`src/rtl/tpa_pkg.sv`:
```
package tpa_pkg;
  localparam int unsigned ACT_W = 4;

  typedef enum logic [ACT_W-1:0] {
    ACT_GO_ACTIVE   = 4'h9,
    ACT_GO_INACTIVE = 4'hA
  } act_e;

  function automatic logic act_valid(input logic [ACT_W-1:0] code);
    return (code == ACT_GO_ACTIVE) || (code == ACT_GO_INACTIVE);
  endfunction

  function automatic logic act_level(input logic [ACT_W-1:0] code);
    return code == ACT_GO_ACTIVE;
  endfunction
endpackage

```
`src/rtl/tpa_cmp.sv`:
```
module tpa_cmp
  import tpa_pkg::*;
#(
  parameter int unsigned TB_W = 24
) (
  input  logic             clk_i,
  input  logic             rst_ni,
  input  logic             en_i,
  input  logic [TB_W-1:0]  tb_i,
  input  logic             load_i,
  input  logic             drop_i,
  input  logic             rel_i,
  input  logic [TB_W-1:0]  val_i,
  input  logic [ACT_W-1:0] act_i,
  output logic             fire_o,
  output logic             fire_lvl_o,
  output logic             match_o
);
  logic             pend_q;
  logic [TB_W-1:0]  cmp_q;
  logic [ACT_W-1:0] act_q;
  logic [TB_W-1:0]  cmp_new;

  assign cmp_new    = rel_i ? (tb_i + val_i) : val_i;
  // an accepted write this edge wins over a match
  assign fire_o     = en_i && pend_q && !load_i && !drop_i && (tb_i == cmp_q);
  assign fire_lvl_o = act_level(act_q);

  always_ff @(posedge clk_i or negedge rst_ni) begin
    if (!rst_ni) begin
      pend_q  <= 1'b0;
      cmp_q   <= '0;
      act_q   <= ACT_GO_INACTIVE;
      match_o <= 1'b0;
    end else begin
      match_o <= fire_o;
      if (!en_i || drop_i || fire_o) begin
        pend_q <= 1'b0;
      end else if (load_i) begin
        pend_q <= 1'b1;
        cmp_q  <= cmp_new;
        act_q  <= act_i;
      end
    end
  end
endmodule

```
`src/rtl/tpa_lvl.sv`:
```
module tpa_lvl (
  input  logic clk_i,
  input  logic rst_ni,
  input  logic en_i,
  input  logic oe_i,
  input  logic sl_i,
  input  logic set_i,
  input  logic set_lvl_i,
  output logic pin_o
);
  logic lvl_q;

  always_ff @(posedge clk_i or negedge rst_ni) begin
    if (!rst_ni)      lvl_q <= 1'b0;
    else if (!en_i)   lvl_q <= 1'b0;
    else if (set_i)   lvl_q <= set_lvl_i;
  end

  // inactive level is the inverse of sl_i
  assign pin_o = (en_i && oe_i && lvl_q) ? sl_i : ~sl_i;
endmodule

```
`src/rtl/tpa_channel.sv`:
```
module tpa_channel
  import tpa_pkg::*;
#(
  parameter int unsigned TB_W = 24
) (
  input  logic             clk_i,
  input  logic             rst_ni,
  input  logic [TB_W-1:0]  tb_i,
  input  logic             en_i,
  input  logic             oe_i,
  input  logic             sl_i,
  input  logic             wr_i,
  input  logic             wr_imm_i,
  input  logic             wr_rel_i,
  input  logic [TB_W-1:0]  wr_val_i,
  input  logic [ACT_W-1:0] wr_act_i,
  output logic             pin_o,
  output logic             match_o
);
  logic wr_ok, wr_sched, wr_now;
  logic fire, fire_lvl;
  logic set, set_lvl;

  assign wr_ok    = en_i && wr_i && act_valid(wr_act_i);
  assign wr_sched = wr_ok && !wr_imm_i;
  assign wr_now   = wr_ok && wr_imm_i;

  tpa_cmp #(.TB_W(TB_W)) u_cmp (
    .clk_i      (clk_i),
    .rst_ni     (rst_ni),
    .en_i       (en_i),
    .tb_i       (tb_i),
    .load_i     (wr_sched),
    .drop_i     (wr_now),
    .rel_i      (wr_rel_i),
    .val_i      (wr_val_i),
    .act_i      (wr_act_i),
    .fire_o     (fire),
    .fire_lvl_o (fire_lvl),
    .match_o    (match_o)
  );

  assign set     = wr_now || fire;
  assign set_lvl = wr_now ? act_level(wr_act_i) : fire_lvl;

  tpa_lvl u_lvl (
    .clk_i     (clk_i),
    .rst_ni    (rst_ni),
    .en_i      (en_i),
    .oe_i      (oe_i),
    .sl_i      (sl_i),
    .set_i     (set),
    .set_lvl_i (set_lvl),
    .pin_o     (pin_o)
  );
endmodule

```
`config.mk`:
```
export PLATFORM = sky130hd
export DESIGN_NAME = tpa_channel
export DESIGN_NICKNAME = d
export VERILOG_FILES = /design/src/rtl/tpa_pkg.sv /design/src/rtl/tpa_cmp.sv /design/src/rtl/tpa_lvl.sv /design/src/rtl/tpa_channel.sv
export SDC_FILE = /design/constraint.sdc
export NUM_CORES = 1
export LEC_CHECK = 0
export ABC_AREA = 1
export ABC_CLOCK_PERIOD_IN_PS = 3250
export BUFFER_PORTS_ARGS = -buffer_cell sky130_fd_sc_hd__buf_4
export CAP_MARGIN = 20
export CORE_MARGIN = 2
export CORE_UTILIZATION = 40
export DETAILED_ROUTE_END_ITERATION = 16
export GPL_ROUTABILITY_DRIVEN = 0
export SLEW_MARGIN = 30
export SYNTH_ARGS = -nofsm -noshare
export SYNTH_HDL_FRONTEND = slang
export SYNTH_SLANG_ARGS = --single-unit
```
`constraint.sdc`:
```
create_clock -name clk_i -period 3.25 [get_ports clk_i]
set_input_delay 0.65 -clock clk_i [delete_from_list [all_inputs] [get_ports clk_i]]
set_output_delay 0.65 -clock clk_i [all_outputs]
set_load 0.01 [all_outputs]
```
==> flow_summary.toml, run 1 <==
[routing]
avgRoutedWirePerCell_um = 13.7
routed_wl_um = 12200
avgViaCountPerCell = 4.88
wl_met2_um = 5730
num_vias = 4313
highest_layer = "met4"
first_iter_violations = 255
drc_errors = 0
dr.pass1.iters = 5
wl_met3_um = 603
wl_met1_um = 5430
ant_nets = 0

[finish]
antenna_cells = 0
synthToLayoutAreaGrowth_pct = 17.5
layout-drive-gt1-share_pct = 13.8
layout_commonest_cell = "nand2_1"
layout_common_cells = "nand2_1 (270), inv_1 (134), nor2_1 (64)"
nets = 838
finalInstanceArea_um2 = 4560

[grt]
grt_pass1_wl_um = 19400
grtUsageTotal_pct = 24.0
antenna_found_initial = 0
grt_overflow = 0
grt_max_degree = 44
grt_pass1_vias = 4044

[floorplan]
fp.dieH_um = 102
start_util_pct = 41.6
dieArea_um2 = 10500
ios = 62
die_w_um = 102
core_area_um2 = 9330
num_rows = 35

[sta]
fin_crit_ps = 2170
fmax_mhz = 460
finalSetupTns_ps = 0
period_share_pct = 66.8
finClkSkew_ps = 12.6
setup_viol_count_final = 0
slew-limit-headroom_pct = 59.6
grt_setup_unrepaired = "false"
slew_violations = 0
final-hold-violation-count = 0
worst_pin_slew_ps = 602

[synth]
synthXorXnorAreaFrac_pct = 2.03
synth_top_family_by_area = "simple AND/OR/NAND/NOR gates"
synth_simple_gate_area_share_pct = 48.4
synth_area_um2 = 3880
synth_seq_area_share_pct = 20.1
synth_nets = 779
synth-compound-area-share_pct = 6.39
synthMuxAreaShare_pct = 0.516
yosys_most_used_dff = "dfrtp_1"
synth_fa_ha_area_share_pct = 7.94
ys_async_sr_fraction_pct = 100
postSynthCellCount = 695
synth_edf_count = 0
syn-mean-instance-area_um2 = 5.58
synth_seq_cells = 31
yosys_warnings = 0
yosysUniqueCellTypes = 36

[critical_path]
worst_setup_path_start_kind = "primary input"
worst_ep_arrival_time_ps = 2360
critical_path_peak_fanout = 4
setup.worst_path.start = "tb_i[0]"
r2r-start = "u_cmp.cmp_q[7]"
cp.required_ps = 3440
r2r-end = "u_cmp.pend_q"
worstSetupPathType = "primary input to flip-flop"
rr_worst_depth = 9
endpoint_kind = "flip-flop"
r2r_slack_ps = 1830

[clock_tree]
clock_sinks = 31
root_buffer = "clkbuf_8"
postCtsHoldBufs = 0
postCtsSetupBuffers = 0
clock_latency_ps = 290
cts.clk_slew.worst_paths_ps = 80
post_cts_resized = 0
clock_path_buffers = 2
numCtsBuffers = 5
htreeDepth = 2
tritoncts = "done"

[placement]
hpwlAfterDp_um = 10100
placed_area_um2 = 4440
io_buffers = 61

[power_and_ir_drop]
ir_worst_vdd_v = 0.000202
p_leak_nw = 2.73
p_per_area_nw_per_um2 = 362

[status]
outcome = "finished clean"

[worst_hold_path]
holdCritPathClass = "primary input to async pin"

[run]
drv_cap = 0
==> cells by family (layout without fill, tap and decap cells) <==
family / count (synthesis) / after routing
AO/OA/AOI/OAI: 42 / 42
flip-flops: 31 / 31
multiplexers: 2 / 2
adder cells (fa/ha/maj): 24 / 24
AND/OR/NAND/NOR: 442 / 442
buffers and inverters: 145 / 205
XOR/XNOR: 9 / 9
==> synthesized netlist by cell type, drive strengths merged, types with 5 or more instances <==
master / n / share of area (%)
dfrtp: 29 / 19
ha: 23 / 7.4
o22ai: 5 / 0.81
xor2: 8 / 1.8
buf: 8 / 1.4
nand3: 54 / 7.4
nor3: 8 / 1.0
inv: 134 / 13
nand4: 14 / 2.3
nor2: 74 / 8.1
nand2: 278 / 27
or2: 10 / 1.6
a21oi: 15 / 2.0
o21ai: 13 / 1.7
==> through the flow <==
stage               total power, mW  std cells  util [%]  setup WS (ps)  hold WS (ps)
floorplan                      1.02        695         -           1160           354
global placement               1.24        876      47.6            870           457
detailed placement             1.25        876      47.6            828           469
CTS                            1.66        884      48.9           1130           318
global route                   1.79        884      48.9            905           320
finish                         1.65        884      48.9           1080           299
==> critical path, stage by stage <==
cell     delay [ps]
buf_4            90
ha_1            230
inv_1            80
fa_1            380
inv_1           120
nand3_1          90
nand3_1         150
nand2_1          70
nand2_1         110
nand3_1         110
nand3_1          80
nand3_1          80
nand2_1          80
nand2_1          50
==> flip-flops by register name, summed over array words and instances (netlist names) <==
signal	cells
u_cmp.pend_q	1
u_cmp.act_q	4
u_cmp.match_o	1
u_cmp.cmp_q	24
u_lvl.lvl_q	1
==> power breakdown <==
group	leakage, nW	internal [mW]	switching (mW)
Combinational	2.28	0.279	0.437
Sequential	0.392	0.474	0.0631
Clock	0.0581	0.228	0.167
==> layer usage <==
metal / track usage (%) / vias to the layer above
met5: 0 / -
met4: 8.92 / 0
met3: 2.12 / 28
met2: 41.1 / 132
met1: 31.3 / 1902
li1: - / 2251
==> worst max path at each step <==
stage / slack (ps) / end / depth (start not counted)
6_report: 1080 / u_cmp.cmp_q[16] / 14
5_1_grt: 900 / u_cmp.cmp_q[16] / 14
4_1_cts: 1130 / u_cmp.cmp_q[16] / 14
3_5_place_dp: 830 / u_cmp.cmp_q[16] / 14
3_3_place_gp: 870 / u_cmp.cmp_q[16] / 14
2_1_floorplan: 1160 / u_cmp.cmp_q[16] / 13
==> layout make-up <==
type                            instances  area [µm²]
Timing Repair Buffer                   62         465
Clock buffer                            5        68.8
Sequential cell                        31         778
Inverter                              135         507
Multi-Input combinational cell        519        2530
Clock inverter                          3        43.8
Tap cell                              129         161
Fill cell                            1011        4770
Power figures use the tool's default switching activity.
==> run 2: changes to the inputs <==
--- a/config.mk
+++ b/config.mk
@@ -6,7 +6,7 @@
 export NUM_CORES = 1
 export LEC_CHECK = 0
 export ABC_AREA = 1
-export ABC_CLOCK_PERIOD_IN_PS = 3250
+export ABC_CLOCK_PERIOD_IN_PS = 1990
 export BUFFER_PORTS_ARGS = -buffer_cell sky130_fd_sc_hd__buf_4
 export CAP_MARGIN = 20
 export CORE_MARGIN = 2
==> constraint.sdc (replaced) <==
create_clock -name clk_i -period 1.99 [get_ports clk_i]
set_input_delay 0.398 -clock clk_i [delete_from_list [all_inputs] [get_ports clk_i]]
set_output_delay 0.398 -clock clk_i [all_outputs]
set_load 0.01 [all_outputs]
==> run 2 against run 1 <==
Design area up 4.6%. Final cell count up 3.5%. Critical path depth down 3. Global-route usage up 0.82 points. Largest cell class unchanged. Highest routed layer unchanged.
==> flow_summary.toml, run 2 (synthesis gave the netlist of run 1 again) <==
[finish]
largest_register_ffs = 24
antenna_cells = 0
finalInstanceArea_um2 = 4770
synthToLayoutAreaGrowth_pct = 23.0
stdcell_count = 915
top_regs = "u_cmp.cmp_q (24), u_cmp.act_q (4)"
nets = 870
register_area_um2 = 778
layout-drive-gt1-share_pct = 17.2
multiInputGateArea_um2 = 2540
nFillCells = 1034
layout_common_cells = "nand2_1 (270), inv_1 (134), buf_4 (94)"
layout_commonest_cell = "nand2_1"
top_register = "u_cmp.cmp_q"

[clock_tree]
clock_latency_ps = 290
post_cts_resized = 0
numCtsBuffers = 5
tritoncts = "done"
root_buffer = "clkbuf_8"
postCtsHoldBufs = 0
clock_sinks = 31
cts.clk_slew.worst_paths_ps = 60
clock_path_buffers = 2
htreeDepth = 2
postCtsSetupBuffers = 0

[sta]
final-hold-violation-count = 0
fmax_mhz = 547
worst_pin_slew_ps = 531
grt_setup_unrepaired = "false"
period_share_pct = 91.8
slew_violations = 0
fin_crit_ps = 1830
holdWs_ps = 36.5
finClkSkew_ps = 7.36
slew-limit-headroom_pct = 64.4
setup_viol_count_final = 0
finalSetupTns_ps = 0

[routing]
wl_met1_um = 5530
wl_met2_um = 5670
dr.pass1.iters = 5
ant_nets = 0
first_iter_violations = 215
drc_errors = 0
wl_met3_um = 673
routed_wl_um = 12200
avgRoutedWirePerCell_um = 13.3
avgViaCountPerCell = 4.75
highest_layer = "met4"
num_vias = 4348

[placement]
placed_area_um2 = 4680
io_buffers = 61
hpwlAfterDp_um = 10500
place_inst = 908

[floorplan]
core_area_um2 = 9330
ios = 62
num_rows = 35
fp.dieH_um = 102
start_util_pct = 41.6
dieArea_um2 = 10500
die_w_um = 102

[grt]
grt_pass1_vias = 4170
grt_max_degree = 34
grt_overflow = 0
grt_pass1_wl_um = 20100
grtUsageTotal_pct = 24.8
antenna_found_initial = 0

[critical_path]
worstSetupPathType = "primary input to flip-flop"
crit_family = "simple AND/OR/NAND/NOR gates"
cp.required_ps = 2160
worst-path-buf-inv = 2
worst_setup_path_start_kind = "primary input"
r2r_slack_ps = 670
cp_cell_sequence = "buf_4, ha_1, nand2_1, inv_1, nand2_1, nor2_2, nand3b_1, nand4_1, nand3_1, nand2_1, nand2_1"
endpoint_kind = "flip-flop"
critical_path.most_common_cell = "nand2_1"
worst_ep_arrival_time_ps = 2000
critPathMaxStageDelay_ps = 370
cp_slowest_cell = "ha_1"
critical_path_peak_fanout = 4

[run]
drv_cap = 0

[worst_hold_path]
holdCritPathClass = "primary input to async pin"

[power_and_ir_drop]
total_power_mw = 2.58
p_leak_nw = 2.87
p_per_area_nw_per_um2 = 541
ir_worst_vdd_v = 0.000210

[status]
outcome = "finished clean"
[run 2: cell count changes in the layout (fill, tap and decap cells not counted)]
cell	before	now
nand3_1	51	50
bufinv_16	1	0
clkinv_2	1	0
nor2_1	64	63
clkbuf_1	0	2
nor2_2	8	9
buf_4	62	94
clkinv_4	1	0
nand3_2	3	4
[run 2: final cells by class]
| cell class | count | share of cell area (%) |
|---|---|---|
| timing repair buffer | 94 | 14.8 |
| multi-input combinational | 519 | 53.3 |
| clock buffer | 7 | 1.60 |
| sequential | 31 | 16.3 |
| inverter | 135 | 10.6 |
| tap | 129 | 3.38 |
[run 2: path summary, 6_finish.rpt]
check                          startpoint              end  depth (start not counted)
max                              tb_i[12]  u_cmp.cmp_q[19]                         11
min                                rst_ni   u_cmp.cmp_q[5]                          1
max reg2reg                u_cmp.cmp_q[3]      u_lvl.lvl_q                         10
min reg2reg                u_cmp.cmp_q[3]   u_cmp.cmp_q[3]                          2
max in group asynchronous          rst_ni   u_cmp.act_q[3]                          1
min in group clk_i            wr_val_i[2]   u_cmp.cmp_q[2]                          3
[run 2: power by group]
part | total [mW] | internal (mW) | switching (mW)
registers | 0.880 | 0.775 | 0.105
clock network | 0.470 | 0.240 | 0.230
logic | 1.23 | 0.513 | 0.716
total | 2.58 | 1.53 | 1.05
[run 2: per-stage QoR]
| step | setup slack, ps | util (%) |
|---|---|---|
| 6_report | 163 | 51.1 |
| 4_1_cts | 164 | 51.0 |
| 3_3_place_gp | -116 | 50.2 |
| 2_1_floorplan | 148 | - |
| 5_1_grt | 3.65 | 51.1 |
| 3_5_place_dp | -130 | 50.2 |
[run 2: routing by layer]
layer	vias to the layer above	global-route usage, %
li1	2308	-
met1	1918	33.6
met2	104	41.9
met3	18	1.92
met4	0	7.59
met5	-	0
